[src/rtl/ppc_cfg_pkg.sv]
package ppc_cfg_pkg;
  localparam int N_INT      = 2;
  localparam int N_EXP      = 4;
  localparam int N_SLOTS    = N_INT + 2 * N_EXP;
  localparam int SLOT_IDX_W = $clog2(N_SLOTS);
  localparam int APBE_BASE  = N_INT;
  localparam int AHBE_BASE  = N_INT + N_EXP;

  localparam logic [7:0] GRP_CFG     = 8'h01;
  localparam logic [7:0] GRP_IRQ     = 8'h02;
  localparam logic [7:0] GRP_AHBE_NS = 8'h06;
  localparam logic [7:0] GRP_INT_NS  = 8'h07;
  localparam logic [7:0] GRP_APBE_NS = 8'h08;
  localparam logic [7:0] GRP_AHBE_PR = 8'h0A;
  localparam logic [7:0] GRP_INT_PR  = 8'h0B;
  localparam logic [7:0] GRP_APBE_PR = 8'h0C;

  typedef enum logic [3:0] {
    F_NONE, F_RESP, F_NSC, F_STAT, F_CLR, F_EN, F_NS, F_SP, F_NSP
  } fld_e;

  typedef struct packed {
    fld_e                  fld;
    logic [SLOT_IDX_W-1:0] slot;
  } sel_t;

  // interrupt bit owned by a slot
  function automatic int irq_pos(int s);
    if (s < N_INT) return s;
    else if (s < AHBE_BASE) return 4 + s - APBE_BASE;
    else return 20 + s - AHBE_BASE;
  endfunction

  function automatic logic [31:0] irq_mask();
    logic [31:0] m;
    m = '0;
    for (int s = 0; s < N_SLOTS; s++) m[irq_pos(s)] = 1'b1;
    return m;
  endfunction
endpackage

[src/rtl/ppc_addr_decode.sv]
module ppc_addr_decode
  import ppc_cfg_pkg::*;
(
  input  logic       ns_win_i,
  input  logic [9:0] word_addr_i,
  output sel_t       sel_o
);
  logic [7:0] grp;
  logic [1:0] idx;

  assign grp = word_addr_i[9:2];
  assign idx = word_addr_i[1:0];

  always_comb begin
    sel_o.fld  = F_NONE;
    sel_o.slot = '0;
    case (grp)
      GRP_AHBE_PR: begin
        sel_o.fld  = ns_win_i ? F_NSP : F_SP;
        sel_o.slot = SLOT_IDX_W'(AHBE_BASE) + SLOT_IDX_W'(idx);
      end
      GRP_INT_PR: if (int'(idx) < N_INT) begin
        sel_o.fld  = ns_win_i ? F_NSP : F_SP;
        sel_o.slot = SLOT_IDX_W'(idx);
      end
      GRP_APBE_PR: begin
        sel_o.fld  = ns_win_i ? F_NSP : F_SP;
        sel_o.slot = SLOT_IDX_W'(APBE_BASE) + SLOT_IDX_W'(idx);
      end
      default: ;
    endcase
    if (!ns_win_i) begin
      case (grp)
        GRP_CFG: begin
          if (idx == 2'd0) sel_o.fld = F_RESP;
          if (idx == 2'd1) sel_o.fld = F_NSC;
        end
        GRP_IRQ: begin
          if (idx == 2'd0) sel_o.fld = F_STAT;
          if (idx == 2'd1) sel_o.fld = F_CLR;
          if (idx == 2'd2) sel_o.fld = F_EN;
        end
        GRP_AHBE_NS: begin
          sel_o.fld  = F_NS;
          sel_o.slot = SLOT_IDX_W'(AHBE_BASE) + SLOT_IDX_W'(idx);
        end
        GRP_INT_NS: if (int'(idx) < N_INT) begin
          sel_o.fld  = F_NS;
          sel_o.slot = SLOT_IDX_W'(idx);
        end
        GRP_APBE_NS: begin
          sel_o.fld  = F_NS;
          sel_o.slot = SLOT_IDX_W'(APBE_BASE) + SLOT_IDX_W'(idx);
        end
        default: ;
      endcase
    end
  end
endmodule

[src/rtl/ppc_port_slot.sv]
module ppc_port_slot #(
  parameter int PORTS  = 16,
  parameter int SLOT_W = 16
) (
  input  logic              clk_i,
  input  logic              rst_ni,
  input  logic              wr_ns_i,
  input  logic              wr_sp_i,
  input  logic              wr_nsp_i,
  input  logic [SLOT_W-1:0] wdata_i,
  output logic [SLOT_W-1:0] ns_o,
  output logic [SLOT_W-1:0] sp_o,
  output logic [SLOT_W-1:0] nsp_o,
  output logic [SLOT_W-1:0] ap_o
);
  localparam logic [SLOT_W-1:0] MASK = SLOT_W'((64'd1 << PORTS) - 64'd1);

  logic [SLOT_W-1:0] ns_q, sp_q, nsp_q;

  always_ff @(posedge clk_i or negedge rst_ni) begin
    if (!rst_ni) begin
      ns_q  <= '0;
      sp_q  <= '0;
      nsp_q <= '0;
    end else begin
      if (wr_ns_i)  ns_q  <= wdata_i & MASK;
      if (wr_sp_i)  sp_q  <= wdata_i & MASK;
      if (wr_nsp_i) nsp_q <= wdata_i & MASK;
    end
  end

  for (genvar p = 0; p < SLOT_W; p++) begin : g_port
    if (p < PORTS) begin : g_live
      assign ap_o[p] = ns_q[p] ? nsp_q[p] : sp_q[p];
    end else begin : g_tie
      assign ap_o[p] = 1'b0;
    end
  end

  assign ns_o  = ns_q;
  assign sp_o  = sp_q;
  assign nsp_o = nsp_q;

  // stored nonsec equals masked write data
  a_r3_ns_write: assert property (@(posedge clk_i) disable iff (!rst_ni)
    wr_ns_i |=> ns_o == ($past(wdata_i) & MASK));
  a_r3_ns_hold: assert property (@(posedge clk_i) disable iff (!rst_ni)
    !wr_ns_i |=> $stable(ns_o));
  // secure ports follow a fresh secure privilege write
  a_r2_ap_sp: assert property (@(posedge clk_i) disable iff (!rst_ni)
    (wr_sp_i && !wr_ns_i && !wr_nsp_i) |=>
      (((ap_o ^ $past(wdata_i)) & ~ns_o & MASK) == '0));
  // non-secure ports follow a fresh non-secure privilege write
  a_r2_ap_nsp: assert property (@(posedge clk_i) disable iff (!rst_ni)
    (wr_nsp_i && !wr_ns_i && !wr_sp_i) |=>
      (((ap_o ^ $past(wdata_i)) & ns_o & MASK) == '0));
  // nothing above the port count
  a_r4_mask: assert property (@(posedge clk_i) disable iff (!rst_ni)
    ((ap_o | sp_o | nsp_o) & ~MASK) == '0);
endmodule

[src/rtl/ppc_irq_ctrl.sv]
module ppc_irq_ctrl
  import ppc_cfg_pkg::*;
(
  input  logic               clk_i,
  input  logic               rst_ni,
  input  logic               wr_en_i,
  input  logic               wr_clr_i,
  input  logic [31:0]        wdata_i,
  input  logic [N_SLOTS-1:0] stat_i,
  output logic [31:0]        en_word_o,
  output logic [31:0]        stat_word_o,
  output logic [N_SLOTS-1:0] en_o,
  output logic [N_SLOTS-1:0] clr_o
);
  localparam logic [31:0] MASK = irq_mask();

  logic [31:0]        en_q;
  logic [N_SLOTS-1:0] stat_q, clr_q;

  always_ff @(posedge clk_i or negedge rst_ni) begin
    if (!rst_ni) begin
      en_q   <= '0;
      stat_q <= '0;
      clr_q  <= '0;
    end else begin
      if (wr_en_i) en_q <= wdata_i & MASK;
      stat_q <= stat_i;
      clr_q  <= wr_clr_i ? stat_q : '0;
    end
  end

  always_comb begin
    stat_word_o = '0;
    for (int s = 0; s < N_SLOTS; s++) stat_word_o[irq_pos(s)] = stat_q[s];
  end

  for (genvar s = 0; s < N_SLOTS; s++) begin : g_en
    assign en_o[s] = en_q[irq_pos(s)];
  end

  assign en_word_o = en_q;
  assign clr_o     = clr_q;

  // one-cycle clear pulse carrying captured status
  a_r9_clr_pulse: assert property (@(posedge clk_i) disable iff (!rst_ni)
    wr_clr_i |=> clr_o == $past(stat_q));
  a_r9_clr_idle: assert property (@(posedge clk_i) disable iff (!rst_ni)
    !wr_clr_i |=> clr_o == '0);
  // enable word keeps only owned bits and holds without a write
  a_r7_en_write: assert property (@(posedge clk_i) disable iff (!rst_ni)
    wr_en_i |=> en_word_o == ($past(wdata_i) & MASK));
  a_r7_en_hold: assert property (@(posedge clk_i) disable iff (!rst_ni)
    !wr_en_i |=> $stable(en_o));
  // status captured one cycle after the input
  a_r8_stat_capture: assert property (@(posedge clk_i) disable iff (!rst_ni)
    1'b1 |=> $countones(stat_word_o) == $countones($past(stat_i)));
endmodule

[src/rtl/ppc_cfg_bank.sv]
module ppc_cfg_bank
  import ppc_cfg_pkg::*;
#(
  parameter int INT0_PORTS = 16,
  parameter int INT1_PORTS = 16,
  parameter int EXP_PORTS  = 16,
  localparam int SLOT_W = (INT0_PORTS > INT1_PORTS)
      ? ((INT0_PORTS > EXP_PORTS) ? INT0_PORTS : EXP_PORTS)
      : ((INT1_PORTS > EXP_PORTS) ? INT1_PORTS : EXP_PORTS)
) (
  input  logic                      clk_i,
  input  logic                      rst_ni,
  input  logic                      req_valid_i,
  output logic                      req_ready_o,
  input  logic                      req_ns_i,
  input  logic                      req_write_i,
  input  logic [11:0]               req_addr_i,
  input  logic [1:0]                req_size_i,
  input  logic [31:0]               req_wdata_i,
  output logic                      rsp_valid_o,
  output logic [31:0]               rsp_rdata_o,
  input  logic [N_SLOTS-1:0]        irq_stat_i,
  output logic [N_SLOTS*SLOT_W-1:0] nonsec_o,
  output logic [N_SLOTS*SLOT_W-1:0] ap_o,
  output logic [N_SLOTS-1:0]        irq_en_o,
  output logic [N_SLOTS-1:0]        irq_clr_o,
  output logic                      sec_resp_o,
  output logic [1:0]                nsc_cfg_o
);
  sel_t              sel;
  logic              wr_ok;
  logic [SLOT_W-1:0] ns_a  [N_SLOTS];
  logic [SLOT_W-1:0] sp_a  [N_SLOTS];
  logic [SLOT_W-1:0] nsp_a [N_SLOTS];
  logic [N_SLOTS-1:0] wr_ns, wr_sp, wr_nsp;
  logic [31:0]       en_word, stat_word, rd_word, rd_shift, rd_lane;
  logic              resp_q, rsp_valid_q;
  logic [1:0]        nsc_q;
  logic [31:0]       rdata_q;

  assign req_ready_o = 1'b1;
  assign wr_ok = req_valid_i && req_write_i && (req_size_i == 2'd2)
                 && (req_addr_i[1:0] == 2'b00);

  ppc_addr_decode u_dec (
    .ns_win_i    (req_ns_i),
    .word_addr_i (req_addr_i[11:2]),
    .sel_o       (sel)
  );

  for (genvar s = 0; s < N_SLOTS; s++) begin : g_slot
    localparam int P = (s == 0) ? INT0_PORTS : ((s == 1) ? INT1_PORTS : EXP_PORTS);
    logic hit;
    assign hit       = wr_ok && (sel.slot == SLOT_IDX_W'(s));
    assign wr_ns[s]  = hit && (sel.fld == F_NS);
    assign wr_sp[s]  = hit && (sel.fld == F_SP);
    assign wr_nsp[s] = hit && (sel.fld == F_NSP);

    ppc_port_slot #(.PORTS(P), .SLOT_W(SLOT_W)) u_slot (
      .clk_i    (clk_i),
      .rst_ni   (rst_ni),
      .wr_ns_i  (wr_ns[s]),
      .wr_sp_i  (wr_sp[s]),
      .wr_nsp_i (wr_nsp[s]),
      .wdata_i  (req_wdata_i[SLOT_W-1:0]),
      .ns_o     (ns_a[s]),
      .sp_o     (sp_a[s]),
      .nsp_o    (nsp_a[s]),
      .ap_o     (ap_o[s*SLOT_W +: SLOT_W])
    );
    assign nonsec_o[s*SLOT_W +: SLOT_W] = ns_a[s];
  end

  ppc_irq_ctrl u_irq (
    .clk_i       (clk_i),
    .rst_ni      (rst_ni),
    .wr_en_i     (wr_ok && sel.fld == F_EN),
    .wr_clr_i    (wr_ok && sel.fld == F_CLR),
    .wdata_i     (req_wdata_i),
    .stat_i      (irq_stat_i),
    .en_word_o   (en_word),
    .stat_word_o (stat_word),
    .en_o        (irq_en_o),
    .clr_o       (irq_clr_o)
  );

  always_ff @(posedge clk_i or negedge rst_ni) begin
    if (!rst_ni) begin
      resp_q <= 1'b0;
      nsc_q  <= '0;
    end else begin
      if (wr_ok && sel.fld == F_RESP) resp_q <= req_wdata_i[0];
      if (wr_ok && sel.fld == F_NSC)  nsc_q  <= req_wdata_i[1:0];
    end
  end
  assign sec_resp_o = resp_q;
  assign nsc_cfg_o  = nsc_q;

  always_comb begin
    case (sel.fld)
      F_RESP:  rd_word = {31'd0, resp_q};
      F_NSC:   rd_word = {30'd0, nsc_q};
      F_STAT:  rd_word = stat_word;
      F_EN:    rd_word = en_word;
      F_NS:    rd_word = 32'(ns_a[sel.slot]);
      F_SP:    rd_word = 32'(sp_a[sel.slot]);
      F_NSP:   rd_word = 32'(nsp_a[sel.slot]);
      default: rd_word = '0;
    endcase
  end

  assign rd_shift = rd_word >> {req_addr_i[1:0], 3'b000};
  always_comb begin
    case (req_size_i)
      2'd0:    rd_lane = {24'd0, rd_shift[7:0]};
      2'd1:    rd_lane = {16'd0, rd_shift[15:0]};
      default: rd_lane = rd_shift;
    endcase
  end

  always_ff @(posedge clk_i or negedge rst_ni) begin
    if (!rst_ni) begin
      rsp_valid_q <= 1'b0;
      rdata_q     <= '0;
    end else begin
      rsp_valid_q <= req_valid_i;
      rdata_q     <= (req_valid_i && !req_write_i) ? rd_lane : '0;
    end
  end
  assign rsp_valid_o = rsp_valid_q;
  assign rsp_rdata_o = rdata_q;

  // response follows every request one cycle later
  a_r11_rsp: assert property (@(posedge clk_i) disable iff (!rst_ni)
    req_valid_i |=> rsp_valid_o);
  // narrow writes leave every output unchanged
  a_r6_narrow_write: assert property (@(posedge clk_i) disable iff (!rst_ni)
    (req_valid_i && req_write_i && req_size_i != 2'd2) |=>
      ($stable(nonsec_o) && $stable(ap_o) && $stable(irq_en_o)
       && $stable(sec_resp_o) && $stable(nsc_cfg_o)));
  // the non-secure view cannot touch nonsec, enables or config
  a_r5_ns_view: assert property (@(posedge clk_i) disable iff (!rst_ni)
    (req_valid_i && req_write_i && req_ns_i) |=>
      ($stable(nonsec_o) && $stable(irq_en_o) && $stable(sec_resp_o)
       && $stable(nsc_cfg_o)));
  // config outputs only move on a word write
  a_r10_cfg_hold: assert property (@(posedge clk_i) disable iff (!rst_ni)
    !wr_ok |=> ($stable(sec_resp_o) && $stable(nsc_cfg_o)));
endmodule

[config.mk]
export PLATFORM = sky130hd
export DESIGN_NAME = ppc_cfg_bank
export DESIGN_NICKNAME = d
export VERILOG_FILES = /design/src/rtl/ppc_cfg_pkg.sv /design/src/rtl/ppc_addr_decode.sv /design/src/rtl/ppc_port_slot.sv /design/src/rtl/ppc_irq_ctrl.sv /design/src/rtl/ppc_cfg_bank.sv
export SDC_FILE = /design/constraint.sdc
export NUM_CORES = 1
export LEC_CHECK = 0
export CAP_MARGIN = 40
export CORE_ASPECT_RATIO = 1.4
export CORE_UTILIZATION = 30
export DETAILED_ROUTE_END_ITERATION = 16
export HOLD_SLACK_MARGIN = 0.1
export SETUP_SLACK_MARGIN = 0.2
export SYNTH_ARGS = -nofsm -noshare
export SYNTH_HDL_FRONTEND = slang
export SYNTH_HIERARCHICAL = 1
export SYNTH_SLANG_ARGS = --single-unit
[constraint.sdc]
create_clock -name clk_i -period 2 [get_ports clk_i]
set_input_delay 0.4 -clock clk_i [delete_from_list [all_inputs] [get_ports clk_i]]
set_output_delay 0.4 -clock clk_i [all_outputs]
set_load 0.1 [all_outputs]
==> run summary <==
H-tree depth = 2
Max VDD drop = 0.804 mV
CP Capture Type = register
Commonest non-fill, non-tap cell in the layout = buf_12
Routed WL = 124000 um
RSZ-0062 raised after global routing = yes
TritonRoute pass-1 iters = 5
Skew final = 0.0296 ns
Final Util = 47.9%
Area of the multi-input gates = 16100 um^2
PortBufs = 424
DRT iter0 DRCs = 1489
Worst setup margin = -1.25 ns
Die Ht = 375 um
Skew-Pair Late Insertion Delay = 0.67 ns
Layout cell share with drive strength beyond 1 = 67.4%
Period utilization = 163%
YS warnings = 6
Core area = 98400 um^2
Aggregate global-route resource usage = 23.9%
WS Path Type = in2reg
Status = complete, but fails checks
IO Count = 438
CTS Sinks = 546
Post-synth top area cell = dfrtp_1
Dpl ws = -2.53 ns
Post-DRT Antenna Nets = 0
TritonCTS clock tree = yes
Via density = 5.14
CTS Buf Count = 58
Critical Path AT = 3.76 ns
Sw Ratio = 23.2%
Switching power total = 5.56 mW
Combinational share of power = 4.7%
Critical Path Start Type = primary input
CP required = 2.51 ns
Clock power frac = 49.1%
Share of Yosys cell area claimed by the top area cell type = 45.8%
Root buf cell = clkbuf_16
Post-synthesis sequential area ratio = 45.8%
Async SR Flop Fraction = 100%
Reg area = 13800 um^2
Max Cap Viol = 0
Clock buffer depth = 3
Fin. max-slew vios = 0
Initial Util = 30.3%
Area grow syn2layout = 57.9%
Cell internal pwr = 18.4 mW
Largest net degree at the start of global routing = 81
Worst Tran Pin Value = 0.528 ns
Final net count = 3009
GP Congestion = 0.963
Reg clk slew, reported paths = 0.07 ns
Synth Instances = 2082
Die width = 269 um
Row cnt = 136
Worst-path maximum fanout = 5
Initial antenna violation count = 0
Hold crit path type = in2reg
Total Die Area = 101000 um^2
Min Tclk post-route = 3.25 ns
Highest-count cells in the layout ignoring fill and taps = buf_12, dfrtp_1, buf_4, mux2_4, mux2_2
Antenna diodes = 0
Flop pwr share = 46.2%
Detail Placement HPWL = 92200 um
Avg Cell Area, Syn = 14.3 um^2
Post-Syn Area = 29800 um^2
Yosys reg bits = 546
Slew HR = 64.8%
Number of global-route vias before repair = 23705
Dominant synthesized flop cell = dfrtp_1
Final setup violation count = 683
Post-synth cell types = 71
First-pass GRT wire length = 173000 um
DR WL/cell = 28.7 um
Filler instances = 8471
Post-synth EDFFs = 0
Largest cells by area after synthesis = dfrtp_1, mux2_4, mux2_2, mux2i_1, buf_12
Failing checks = negative setup slack
Total grt overflow = 0
Final Hold Fails = 0
Pwr dens = 509 nW/um^2
Leak = 20.5 nW
Vias = 22158
Max Clk Rate = 0.307 GHz
DRC Markers = 0
==> cells by family after synthesis <==
group           after synthesis  synth area share [%]
mux                         867                  36.5
flops                       546                  45.8
compound gates              264                  7.46
buf+inv                     215                  6.69
simple gates                186                  3.51
xor+xnor                      2                0.0587
other cells                   2                0.0252
==> area by class of cell <==
| cell class | count | area share [%] |
|---|---|---|
| multi-input cells | 1364 | 34.1 |
| inverters | 4 | 0.0319 |
| repair buffers | 974 | 28.7 |
| well taps | 1311 | 3.48 |
| flip-flops and latches | 546 | 29.3 |
| clock inverters | 22 | 0.776 |
| clock buffers | 88 | 3.58 |
==> Yosys cell counts, drive strengths merged, types with 7 or more instances <==
cell	count
nor3	23
a21oi	10
a31oi	10
a22o	44
nand2b	7
buf	178
nor2	51
and3	13
nand3b	11
mux4	16
dfrtp	546
a22oi	36
mux2	670
nand2	11
and2	13
o22ai	30
a221oi	10
a221o	13
mux2i	181
a32oi	10
nor2b	30
a2111oi	28
a211oi	31
a21boi	11
clkbuf	33
o41ai	16
==> worst max-delay path, cell delays in order <==
cell and delay [ns]:
buf_6 0.09, or4_4 0.55, or3_4 0.42, a21boi_4 0.19, buf_12 0.13, buf_12 0.12
buf_16 0.13, mux4_2 0.57, mux2_2 0.29, a221o_1 0.35, a2111oi_4 0.28, buf_4 0.18
a221oi_2 0.06
==> what timing repair did <==
item | in CTS | in global routing
setup buffers | 27 | 49
hold buffers | 1 | 0
pin swaps | 32 | 58
gates cloned | 11 | 11
hold endpoints to repair | 147 | 0
gates resized for setup | 143 | 194
setup endpoints to repair | 730 | 742
==> metal layers <==
layer / wire length [um] / up-vias / GRT usage (%)
li1: - / 9488 / -
met3: 6070 / 238 / 3.12
met2: 62200 / 806 / 41.3
met4: 7090 / 0 / 11.7
met5: 0 / - / 0
met1: 48300 / 11626 / 29.0
==> stage by stage <==
| stage | TNS, ns | cells | hold WS (ns) | instance area, um^2 | power, mW |
|---|---|---|---|---|---|
| after detailed placement | -1018.40 | 4100 | 0.347 | 42300 | 12.4 |
| after floorplan | -716.88 | 2125 | 0.104 | 30700 | 11.6 |
| after CTS | -458.45 | 4249 | 0.160 | 45600 | 24.1 |
| final | -476.33 | 4309 | 0.192 | 47100 | 24.0 |
| after global placement | -980.74 | 4100 | 0.343 | 42300 | 12.3 |
| after global routing | -499.49 | 4309 | 0.175 | 47100 | 24.7 |
==> worst paths after layout <==
check / cells past startpoint / end / slack, ns / startpoint
setup / recovery: 13 / rsp_rdata_o[5] / -1.25 / req_addr_i[10]
hold / removal: 1 / u_irq/stat_q[5] / 0.19 / irq_stat_i[5]
setup reg to reg: 6 / rsp_rdata_o[2] / -0.25 / g_slot[1].u_slot/sp_o[2]
hold reg to reg: 1 / u_irq/clr_o[6] / 0.49 / u_irq/stat_q[6]
max in group asynchronous: 3 / g_slot[2].u_slot/ns_o[6] / 0.84 / rst_ni
min in group asynchronous: 2 / g_slot[9].u_slot/ns_o[0] / 0.26 / rst_ni
==> power groups by stage <==
stage | Clock (mW) | Sequential, mW | Combinational (mW)
final | 11.8 | 11.1 | 1.13
after global placement | 0 | 11.3 | 1.04
after global routing | 12.4 | 11.1 | 1.21
after detailed placement | 0 | 11.3 | 1.07
after floorplan | 0 | 11.3 | 0.260
after CTS | 12.0 | 11.1 | 1.10
==> flip-flops by register name, summed over array words and instances, names as in the netlist <==
| signal | flops |
|---|---|
| g_slot.u_slot/ns_o | 160 |
| g_slot.u_slot/nsp_o | 160 |
| g_slot.u_slot/sp_o | 160 |
| rsp_rdata_o | 32 |
| u_irq/clr_o | 10 |
| u_irq/en_word_o | 10 |
| u_irq/stat_q | 10 |
| nsc_cfg_o | 2 |
| rsp_valid_o | 1 |
| sec_resp_o | 1 |
Power figures use the tool's default switching activity.
